===== config.mk =====
export PLATFORM = sky130hd
export DESIGN_NAME = sram_rd_outstage
export DESIGN_NICKNAME = d
export VERILOG_FILES = /design/src/rtl/sram_outstg_pkg.sv /design/src/rtl/sram_outstg_capture.sv /design/src/rtl/sram_outstg_drive.sv /design/src/rtl/sram_rd_outstage.sv
export SDC_FILE = /design/constraint.sdc
export NUM_CORES = 1
export LEC_CHECK = 0
export BUFFER_PORTS_ARGS = -buffer_cell sky130_fd_sc_hd__buf_2
export CAP_MARGIN = 30
export CORE_MARGIN = 3
export CORE_UTILIZATION = 51
export DETAILED_ROUTE_END_ITERATION = 8
export PLACE_DENSITY_LB_ADDON = 0.1
export SYNTH_ARGS = -nofsm -noshare
export SYNTH_HDL_FRONTEND = slang
export SYNTH_SLANG_ARGS = --single-unit

===== constraint.sdc =====
create_clock -name clk -period 2.33 [get_ports clk]
set_clock_uncertainty 0.05 [all_clocks]
set_input_delay 0.233 -clock clk [delete_from_list [all_inputs] [get_ports clk]]
set_output_delay 0.233 -clock clk [all_outputs]
set_load 0.02 [all_outputs]

===== src/rtl/sram_outstg_pkg.sv =====
// Shared command encoding for the SRAM read output stage.
package sram_outstg_pkg;
    typedef enum logic [1:0] {
        OP_IDLE  = 2'd0,
        OP_READ  = 2'd1,
        OP_WRITE = 2'd2,
        OP_NONE  = 2'd3
    } op_e;
endpackage


===== src/rtl/sram_outstg_capture.sv =====
// Output data path: the register that captures the array word on reads,
// and the mode mux that chooses between register and bypass.
// Assumes pipe_mode is static while reads are in flight.
module sram_outstg_capture
    import sram_outstg_pkg::*;
#(
    parameter int DW = 36
) (
    input  logic          clk,
    input  logic          rst_n,
    input  logic          pipe_mode,
    input  logic [1:0]    op,
    input  logic [DW-1:0] arr_data,
    output logic [DW-1:0] dout
);
    logic [DW-1:0] data_q;

    // Capture the array word at the end of every read cycle.
    always_ff @(posedge clk) begin
        if (!rst_n)
            data_q <= '0;
        else if (op == OP_READ)
            data_q <= arr_data;
    end

    // Select the registered word or the bypass path.
    always_comb begin
        dout = pipe_mode ? data_q : arr_data;
    end
endmodule


===== src/rtl/sram_outstg_drive.sv =====
// Drive-enable control. A read drives the bus in its own cycle
// (flow-through) or the next cycle (pipelined). An idle cycle ends the
// drive with no extra hold stage. Write cycles never drive. oe_n gates
// the result combinationally. Assumes pipe_mode is static.
module sram_outstg_drive
    import sram_outstg_pkg::*;
(
    input  logic       clk,
    input  logic       rst_n,
    input  logic       pipe_mode,
    input  logic [1:0] op,
    input  logic       oe_n,
    output logic       drv_en
);
    logic rd_stage_q;
    logic sync_en;

    // Remember whether the previous cycle carried a read.
    always_ff @(posedge clk) begin
        if (!rst_n)
            rd_stage_q <= 1'b0;
        else
            rd_stage_q <= (op == OP_READ);
    end

    // Clocked part of the enable, chosen by mode.
    always_comb begin
        if (pipe_mode)
            sync_en = rd_stage_q && (op != OP_WRITE);
        else
            sync_en = (op == OP_READ);
    end

    // Asynchronous output-enable gate.
    always_comb begin
        drv_en = sync_en && !oe_n;
    end
endmodule


===== src/rtl/sram_rd_outstage.sv =====
// Top of the SRAM read output stage: data path plus drive control.
// Assumes op comes from the input register stage and arr_data is valid
// in the same cycle as a registered read.
module sram_rd_outstage
    import sram_outstg_pkg::*;
#(
    parameter int DW = 36
) (
    input  logic          clk,
    input  logic          rst_n,
    input  logic          pipe_mode,
    input  logic [1:0]    op,
    input  logic [DW-1:0] arr_data,
    input  logic          oe_n,
    output logic [DW-1:0] dout,
    output logic          dout_en
);
    sram_outstg_capture #(.DW(DW)) u_capture (
        .clk       (clk),
        .rst_n     (rst_n),
        .pipe_mode (pipe_mode),
        .op        (op),
        .arr_data  (arr_data),
        .dout      (dout)
    );

    sram_outstg_drive u_drive (
        .clk       (clk),
        .rst_n     (rst_n),
        .pipe_mode (pipe_mode),
        .op        (op),
        .oe_n      (oe_n),
        .drv_en    (dout_en)
    );
endmodule


== Yosys cells after proc, flatten, opt, wreduce, memory -nomap -nowiden ==
Index checks and enable logic that the tools add are counted.

* Flip-flop bits (word level): 37
* Bits of input ports: 42
* Output and inout bits: 37
* Word-level logic and storage cells: 9

* Equality and inequality tests: 2
* Multiplexer cells: 2
* Reduce and logical (&&, ||, !) cells: 3

{| class="wikitable"
|+ Operator list
! cell !! count
|-
| $mux 36 || 1
|-
| $eq 2x1->1 const B || 1
|-
| $logic_and 1x1->1 || 2
|-
| $ne 2x2->1 const B || 1
|-
| $logic_not 1->1 || 1
|-
| $mux 1 || 1
|}

== Logic depth before layout (Yosys ltp) ==
Gate-level depths: netlist (run 1).

* Depth in word-level cells: 4
* Depth in mapped cells: 5
* Mapped depth without buffers: 3

== Modules after synthesis ==
Synthesis (run 1) repeated with hierarchy kept, for this count alone.

* Cell total of the unflattened synthesis: 204
* Area, all modules: 2103.3 µm²

{| class="wikitable"
|+ Modules (own cells, without submodules)
! module !! times used !! cells an instance !! area each (µm²) !! seq. area each (µm²)
|-
| sram_outstg_capture || 1 || 197 || 2048.2 || 720.7
|-
| sram_outstg_drive || 1 || 7 || 55.1 || 20.0
|}

== Worst setup path before layout (run 1) ==
Ideal clock, no wire load.

* Path kind: input -> output
* Start: input port pipe_mode
* End: output port dout_en
* Data arrival time: 0.980 ns
* Data required time: 2.047 ns
* Path slack: 1.067 ns
* Cell stages on the path: 4
* Buffers on the path: 2
* Cells stage by stage: buf_2 -> buf_6 -> o22a_1 -> nor2_1

* Longest elaborated chain between the ends: 2

{| class="wikitable"
|+ RTL lines
! what !! line !! RTL
|-
| start, declared || sram_rd_outstage.sv:11 || <nowiki>input logic pipe_mode,</nowiki>
|-
| $mux 1 || sram_outstg_drive.sv:28 || <nowiki>if (pipe_mode)</nowiki>
|-
| $logic_and 1x1->1 || sram_outstg_drive.sv:36 || <nowiki>drv_en = sync_en && !oe_n;</nowiki>
|-
| end, declared || sram_rd_outstage.sv:16 || <nowiki>output logic dout_en</nowiki>
|}

Every way passes these cells.

== Final worst setup path (run 1) ==
* Start: register u_drive.rd_stage_q
* End: output port dout_en

* Longest elaborated chain between the ends: 3

{| class="wikitable"
|+ RTL lines
! what !! line !! RTL
|-
| start, declared || sram_outstg_drive.sv:15 || <nowiki>logic rd_stage_q;</nowiki>
|-
| start signal, assigned || sram_outstg_drive.sv:23 || <nowiki>rd_stage_q <= (op == OP_READ);</nowiki>
|-
| $logic_and 1x1->1 || sram_outstg_drive.sv:29 || <nowiki>sync_en = rd_stage_q && (op != OP_WRITE);</nowiki>
|-
| $mux 1 || sram_outstg_drive.sv:28 ||
|-
| $logic_and 1x1->1 || sram_outstg_drive.sv:36 ||
|}

Every way passes these cells.

==> qor.csv, run 1 <==
metric,value,unit
max cap viols,0,
Levels on crit path,4,
CP required,2.05,ns
post-route clock period utilization,0.6127,
layout cell share with drive strength beyond 1,0.4568,
outcome,"complete, no violations",
Final nets,319,
crit path kind,flip-flop to primary output,
drt first pass iters,4,
CP endpoint,dout_en,
Die Wd,65.99,um
core box area,0.003390,mm2
clock buffer depth,2,
I/O Pins,79,
Synth Warn #,0,
R2R Setup Slk,1.64,ns
Psw,368.4,uW
Simple-Gate Fraction of Synth Area,0.1650,
Via density,4.907,
1st-iter DRT viols,107,
Syn Area/Cell,8.998,um2
first-pass GRT wire length,6.030,mm
Synth Area in Compound Gates,0.1520,
"slowest stage delay, CP",0.34,ns
CTS tree,yes,
post-synthesis mux area share,0.2209,
minimum clock period,1.427,ns
Adder-Cell Fraction of Synth Area,0,
R2R Path End,u_capture.data_q[17]$_SDFFE_PN0N_,
Worst setup SP type,flip-flop,
Clk pwr share,0.279,
Logic pwr share,0.217,
top-area cell type share of the netlist area,0.4035,
reg2reg path depth,2,
DRC,0,
Worst Path Arrival,1.14,ns
DR vias,1590,
Pleak,0.001052,uW
RSZ-0062 raised after global routing,false,
Slew @ Worst Pin,0.5140,ns
ant diodes,0,
H-tree depth,2,
sequential area share after synthesis,0.4035,
"FF+latch count, synth",37,
CP Capture Type,primary output,
Synth-to-Final Area Change,24.81,%
"area leader, netlist",dfxtp_1,
Sum Neg Setup Slack,0,ns
post-cts sizing count,0,
CTS Buf Count,5,
Starting Density,0.5415,
RR Startpoint,u_capture.data_q[17]$_SDFFE_PN0N_,
CP startpoint,u_drive.rd_stage_q$_SDFF_PN0_,
main combinational cell family by area after synthesis,multiplexers,
antenna-violating nets left,0,
Achievable Freq,0.7005,GHz
Root Driver,clkbuf_4,
Routed wire per std cell,11.27,um
pin count of the biggest net entering global routing,39,
Pwr Total,1337,uW
full die area,0.004355,mm2
Final Hold Viols,0,
# setup viols final,0,
CTS Hold Bufs,0,
"most common cell after layout, fill and taps aside",buf_2,
CP max-delay cell,dfxtp_1,
Max IR drop VDD,0.0003308,V
row cnt,21,
largest cells by area after synthesis,"dfxtp_1, mux2_2, nand2_1",
"Clk Latency, worst-skew pair",0.33,ns
antenna violations before repair,0,
clock slew at reported path FFs,0.11,ns
Post-Syn Area,0.001836,mm2
most frequent cells in the layout,"buf_2, nand2_1, dfxtp_1",
internal power contribution,968.6,uW
Die Y,65.99,um
grt ovf,0,
Routability Congestion,0.6759,
Post-DP HPWL,2.546,mm
Power Dens Cells,583.6,mW/mm2
Yosys cell types,14,
Post-Syn Instances,204,
Post-Synth XOR/XNOR Area,0,
switching share of power,0.2756,
overall routing resource usage,0.1783,
worst-path cell chain,"nand2_1, o22a_1, nor2_1, buf_2",
Seq pwr share,0.504,
Routed WL,3.652,mm
CP max FO,1,
Crit path max-delay family,flip-flops,
Pins Over Slew Limit,0,
"Buf+Inv Stages, Crit Path",1,
CTS Sinks,37,
# port buffers,78,
Rel. slew slack,0.6574,
min-delay worst type,primary input to flip-flop,
Post-Syn Nets,246,
post-CTS setup buffer count,0,
vias in the first global route,1404,
==> cell type report <==
cell class | count | area, um2
fillers | 295 | 1099
multi-input cells | 151 | 989.7
flip-flops and latches | 37 | 740.7
repair buffers | 82 | 432.9
clock buffers | 7 | 65.06
well taps | 46 | 57.56
clock inverters | 1 | 5.005
==> kinds of logic (layout without fill, tap and decap cells) <==
family          after synthesis  in the layout
buf+inv                      16             90
flops                        37             37
simple gates                 78             78
mux                          36             36
compound gates               37             37
==> synthesized netlist by cell type <==
library cell,n
buf_6,2
o22a_1,1
nand2_1,73
dfxtp_1,37
nor2_1,1
and2_1,1
buf_4,8
nor2b_1,2
a21boi_0,6
nand2b_1,1
mux2_2,36
a21boi_1,30
buf_2,2
clkbuf_1,4
==> power by group through the flow <==
| stage | registers, uW | clock network, uW | logic (uW) |
|---|---|---|---|
| after global placement | 688 | 0 | 290 |
| final | 674 | 373 | 290 |
| after floorplan | 685 | 0 | 202 |
| after detailed placement | 689 | 0 | 293 |
| after CTS | 674 | 388 | 294 |
| after global routing | 678 | 420 | 318 |
==> flip-flops by register name, indices dropped and copies added (netlist names) <==
register and count:
u_capture.data_q 36, u_drive.rd_stage_q 1
==> worst min-delay path by stage <==
stage	start	end	cells after the start
2_1_floorplan	arr_data[0]	u_capture.data_q[0]$_SDFFE_PN0N_	2
3_3_place_gp	u_capture.data_q[3]$_SDFFE_PN0N_	u_capture.data_q[3]$_SDFFE_PN0N_	2
3_5_place_dp	u_capture.data_q[6]$_SDFFE_PN0N_	u_capture.data_q[6]$_SDFFE_PN0N_	2
4_1_cts	arr_data[20]	u_capture.data_q[20]$_SDFFE_PN0N_	3
5_1_grt	arr_data[20]	u_capture.data_q[20]$_SDFFE_PN0N_	3
6_report	arr_data[20]	u_capture.data_q[20]$_SDFFE_PN0N_	3
==> worst reg2reg max path: stages (launching register included) <==
cell and delay (ns):
dfxtp_1 0.36, nand2_1 0.05, a21boi_1 0.16
==> metal layers <==
| metal | global-route usage | share of wire | vias to the layer above |
|---|---|---|---|
| li1 | - | - | 836 |
| met3 | 0.04082 | 0.064 | 5 |
| met4 | 0.07614 | 0.015 | 0 |
| met5 | 0 | 0 | - |
| met2 | 0.3166 | 0.48 | 41 |
| met1 | 0.2029 | 0.44 | 708 |
==> through the flow <==
step                      setup slack (ns)  hold slack (ns)    util  area (um2)  instances
after floorplan                      1.067           0.3178       -        1836        204
after global placement              0.9660           0.3898  0.6552        2221        316
after detailed placement            0.9532           0.3949  0.6552        2221        316
after CTS                           0.8685          0.06996  0.6759        2291        324
after global routing                0.7354          0.07033  0.6759        2291        324
final                               0.9025          0.08368  0.6759        2291        324
Power figures use the tool's default switching activity.
==> run 2: changes to the inputs <==
--- a/config.mk
+++ b/config.mk
@@ -8,7 +8,7 @@
 export BUFFER_PORTS_ARGS = -buffer_cell sky130_fd_sc_hd__buf_2
 export CAP_MARGIN = 30
 export CORE_MARGIN = 3
-export CORE_UTILIZATION = 51
+export CORE_UTILIZATION = 47
 export DETAILED_ROUTE_END_ITERATION = 8
 export PLACE_DENSITY_LB_ADDON = 0.1
 export SYNTH_ARGS = -nofsm -noshare
==> constraint.sdc (replaced) <==
create_clock -name clk -period 1.44 [get_ports clk]
set_clock_uncertainty 0.05 [all_clocks]
set_input_delay 0.144 -clock clk [delete_from_list [all_inputs] [get_ports clk]]
set_output_delay 0.144 -clock clk [all_outputs]
set_load 0.02 [all_outputs]
==> qor.csv, run 2 (synthesis gave the netlist of run 1 again) <==
metric,value,unit
DR vias,1589,
R2R Setup Slk,0.77,ns
Starting Density,0.4939,
vias in the first global route,1342,
row cnt,22,
CP max-delay cell,dfxtp_1,
pin count of the biggest net entering global routing,39,
fin area,0.002317,mm2
post-route clock period utilization,0.8898,
Placed Instance Area,0.002231,mm2
CTS Sinks,37,
Worst setup SP type,flip-flop,
Post-DP HPWL,2.668,mm
H-tree depth,2,
full die area,0.004691,mm2
Max IR drop VDD,0.0007319,V
CP endpoint,dout_en,
non-filler instance count after layout,326,
Routed wire per std cell,11.82,um
Rel. slew slack,0.6427,
post-cts sizing count,0,
RSZ-0062 raised after global routing,false,
post-CTS setup buffer count,0,
CP required,1.25,ns
Final Hold Viols,0,
Power Dens Cells,981.5,mW/mm2
clock slew at reported path FFs,0.07,ns
Final nets,320,
CP startpoint,u_drive.rd_stage_q$_SDFF_PN0_,
Sum Neg Setup Slack,0,ns
Fillers,357,
grt ovf,0,
CTS tree,yes,
minimum clock period,1.281,ns
Crit path max-delay family,flip-flops,
min-delay worst type,primary input to flip-flop,
drt first pass iters,4,
antenna violations before repair,0,
Pins Over Slew Limit,0,
DRC,0,
clock buffer depth,2,
Worst Path Arrival,1.09,ns
core box area,0.003716,mm2
outcome,"complete, no violations",
Achievable Freq,0.7804,GHz
antenna-violating nets left,0,
worst-path cell chain,"nand2_1, o22a_1, nor2_1, buf_2",
Largest register FFs,36,
"slowest stage delay, CP",0.32,ns
Die Wd,68.49,um
overall routing resource usage,0.1669,
"most common cell after layout, fill and taps aside",buf_2,
# port buffers,78,
Via density,4.874,
area of the multi-input gates,989.7,um2
DP Cell Count,319,
layout cell share with drive strength beyond 1,0.4532,
"Buf+Inv Stages, Crit Path",1,
# setup viols final,0,
largest register by flop count,u_capture.data_q,
ant diodes,0,
crit path kind,flip-flop to primary output,
most frequent cells in the layout,"buf_2, nand2_1, dfxtp_1",
Slew @ Worst Pin,0.5360,ns
CTS Buf Count,5,
reg2reg path depth,2,
I/O Pins,79,
1st-iter DRT viols,94,
first-pass GRT wire length,5.844,mm
Die Y,68.49,um
CTS Hold Bufs,0,
Synth-to-Final Area Change,26.24,%
Root Driver,clkbuf_8,
"Clk Latency, worst-skew pair",0.28,ns
final worst setup slack,0.1586,ns
biggest regs,"u_capture.data_q (36), u_drive.rd_stage_q (1)",
Routability Congestion,0.6378,
pre-CTS setup slack,0.2439,ns
register area,740.7,um2
Routed WL,3.853,mm
R2R Path End,u_capture.data_q[19]$_SDFFE_PN0N_,
RR Startpoint,u_capture.data_q[19]$_SDFFE_PN0N_,
CP Capture Type,primary output,
CP max FO,1,
final core utilization,0.6236,
Pleak,0.001059,uW
Levels on crit path,4,
max cap viols,0,
-- run 2: through the flow --
| stage | hold WS [ns] | power (uW) |
|---|---|---|
| global placement | 0.3467 | 1588 |
| CTS | 0.04071 | 2305 |
| global route | 0.04730 | 2385 |
| finish | 0.05002 | 2274 |
| detailed placement | 0.3525 | 1593 |
| floorplan | 0.2288 | 1434 |
-- run 2: power by group --
part           leakage, uW  switching (uW)  internal [uW]
Sequential        0.000303            21.5           1070
Combinational     0.000712             256            216
Clock            0.0000443             330            379
-- run 2: final cells by class --
cell class                      count  area share
Multi-Input combinational cell    151      0.4271
Sequential cell                    37      0.3197
Timing Repair Buffer               83      0.1901
Tap cell                           48     0.02592
Clock buffer                        7     0.03726
-- run 2: worst min-delay path by stage --
stage	slack, ns	startpoint	cells past startpoint	end
detailed placement	0.35	arr_data[0]	3	u_capture.data_q[0]$_SDFFE_PN0N_
finish	0.05	arr_data[14]	3	u_capture.data_q[14]$_SDFFE_PN0N_
global route	0.05	arr_data[15]	3	u_capture.data_q[15]$_SDFFE_PN0N_
global placement	0.35	arr_data[27]	3	u_capture.data_q[27]$_SDFFE_PN0N_
CTS	0.04	arr_data[22]	3	u_capture.data_q[22]$_SDFFE_PN0N_
floorplan	0.23	arr_data[0]	2	u_capture.data_q[0]$_SDFFE_PN0N_
-- run 2: metal layers --
layer,up-vias,wire length (um),GRT usage,share of wire
li1,833,-,-,-
met1,698,1764,0.2086,0.46
met2,52,1705,0.2574,0.44
met3,6,323,0.04376,0.084
met4,0,60,0.09677,0.016
met5,-,0,0,0
-- run 2: tightest hold or removal path, cell delays in order --
cell and delay [ns]:
buf_2 0.10, nand2_1 0.05, a21boi_1 0.05
==> run 3: changes to the inputs <==
--- a/config.mk
+++ b/config.mk
@@ -5,11 +5,11 @@
 export SDC_FILE = /design/constraint.sdc
 export NUM_CORES = 1
 export LEC_CHECK = 0
-export BUFFER_PORTS_ARGS = -buffer_cell sky130_fd_sc_hd__buf_2
 export CAP_MARGIN = 30
 export CORE_MARGIN = 3
-export CORE_UTILIZATION = 47
+export CORE_UTILIZATION = 62
 export DETAILED_ROUTE_END_ITERATION = 8
+export DONT_BUFFER_PORTS = 1
 export PLACE_DENSITY_LB_ADDON = 0.1
 export SYNTH_ARGS = -nofsm -noshare
 export SYNTH_HDL_FRONTEND = slang
==> qor.csv, run 3 (synthesis gave the netlist of run 1 again) <==
metric,value,unit
layout cell share with drive strength beyond 1,0.1992,
ant diodes,0,
DRC,0,
first-pass GRT wire length,6.582,mm
Fillers,190,
Starting Density,0.6599,
RSZ-0062 raised after global routing,false,
Root Driver,clkbuf_4,
antenna violations before repair,0,
minimum clock period,1.336,ns
Routed WL,4.299,mm
outcome,"complete, no violations",
Pins Over Slew Limit,0,
core box area,0.002781,mm2
largest register by flop count,u_capture.data_q,
# setup viols final,0,
CTS tree,yes,
CTS Buf Count,5,
vias in the first global route,1498,
DR vias,1521,
row cnt,19,
antenna-violating nets left,0,
CP required,1.25,ns
post-route clock period utilization,0.9280,
register area,740.7,um2
Pleak,0.0008677,uW
area of the multi-input gates,989.7,um2
Die Y,60.41,um
Achievable Freq,0.7483,GHz
H-tree depth,2,
Worst setup SP type,flip-flop,
Post-DP HPWL,2.458,mm
final worst setup slack,0.1037,ns
Power Dens Cells,919.2,mW/mm2
overall routing resource usage,0.2399,
grt ovf,0,
CTS Sinks,37,
Synth-to-Final Area Change,21.34,%
Rel. slew slack,0.3261,
Final Hold Viols,0,
clock slew at reported path FFs,0.10,ns
Via density,5.697,
pin count of the biggest net entering global routing,39,
biggest regs,"u_capture.data_q (36), u_drive.rd_stage_q (1)",
CP Capture Type,primary output,
Largest register FFs,36,
final core utilization,0.8007,
Slew @ Worst Pin,1.011,ns
"Clk Latency, worst-skew pair",0.32,ns
Die Wd,60.41,um
Sum Neg Setup Slack,0,ns
most frequent cells in the layout,"nand2_1, dfxtp_1, mux2_2, dlygate4sd3_1, a21boi_1",
Routability Congestion,0.7119,
1st-iter DRT viols,98,
max cap viols,0,
crit path kind,flip-flop to primary output,
Worst Path Arrival,1.14,ns
CP max FO,1,
Final nets,278,
Pwr Total,2047,uW
# port buffers,0,
Routed wire per std cell,16.10,um
min-delay worst type,primary input to flip-flop,
pre-CTS setup slack,0.4206,ns
post-CTS setup buffer count,0,
Max IR drop VDD,0.0009437,V
"most common cell after layout, fill and taps aside",nand2_1,
full die area,0.003649,mm2
drt first pass iters,4,
clock buffer depth,2,
I/O Pins,79,
==> run 3: power breakdown <==
part	leakage (uW)	internal, uW	total [uW]	switching [uW]
Combinational	0.000534	195	413	218
Sequential	0.000303	1070	1090	24.5
Clock	0.0000314	231	540	309
Total	0.000868	1500	2050	551
==> run 3: worst paths after layout <==
path                                                       start                                 to  slack [ns]  cells past startpoint
worst min register to register  u_capture.data_q[2]$_SDFFE_PN0N_   u_capture.data_q[2]$_SDFFE_PN0N_        0.41                      2
worst max-delay path               u_drive.rd_stage_q$_SDFF_PN0_                            dout_en        0.10                      4
worst max register to register  u_capture.data_q[4]$_SDFFE_PN0N_   u_capture.data_q[4]$_SDFFE_PN0N_        0.74                      2
worst min-delay path                                       op[1]  u_capture.data_q[24]$_SDFFE_PN0N_        0.22                      4
==> run 3: critical path, stage by stage (launching register included) <==
cell and delay [ns]:
dfxtp_1 0.35, nand2_1 0.06, o22a_1 0.18, nor2_1 0.09
buf_4 0.14
==> run 3: area by class of cell <==
type | instances | area share
flip-flops and latches | 37 | 0.3326
clock buffers | 7 | 0.02472
well taps | 31 | 0.01742
repair buffers | 41 | 0.1809
multi-input cells | 151 | 0.4444
==> run 3: what timing repair did <==
item                       4_1_cts  5_1_grt
setup endpoints to repair        0       37
hold endpoints to repair        37        0
hold buffers                    37        0
resized for setup                0        1
==> run 3: through the flow <==
| stage | instance area [um2] | hold slack [ns] | instances |
|---|---|---|---|
| final | 2227 | 0.2231 | 267 |
| after global routing | 2227 | 0.2195 | 267 |
| after CTS | 2225 | 0.1920 | 267 |
| after detailed placement | 1799 | 0.2233 | 223 |
| after global placement | 1799 | 0.2203 | 223 |
| after floorplan | 1836 | 0.2288 | 204 |
==> run 3: routing by layer <==
layer / GRT usage / part of all wire / vias to the layer above
met2: 0.4583 / 0.54 / 56
met5: 0 / 0 / -
li1: - / - / 737
met1: 0.2484 / 0.37 / 724
met4: 0.06502 / 0.0081 / 0
met3: 0.08085 / 0.084 / 4
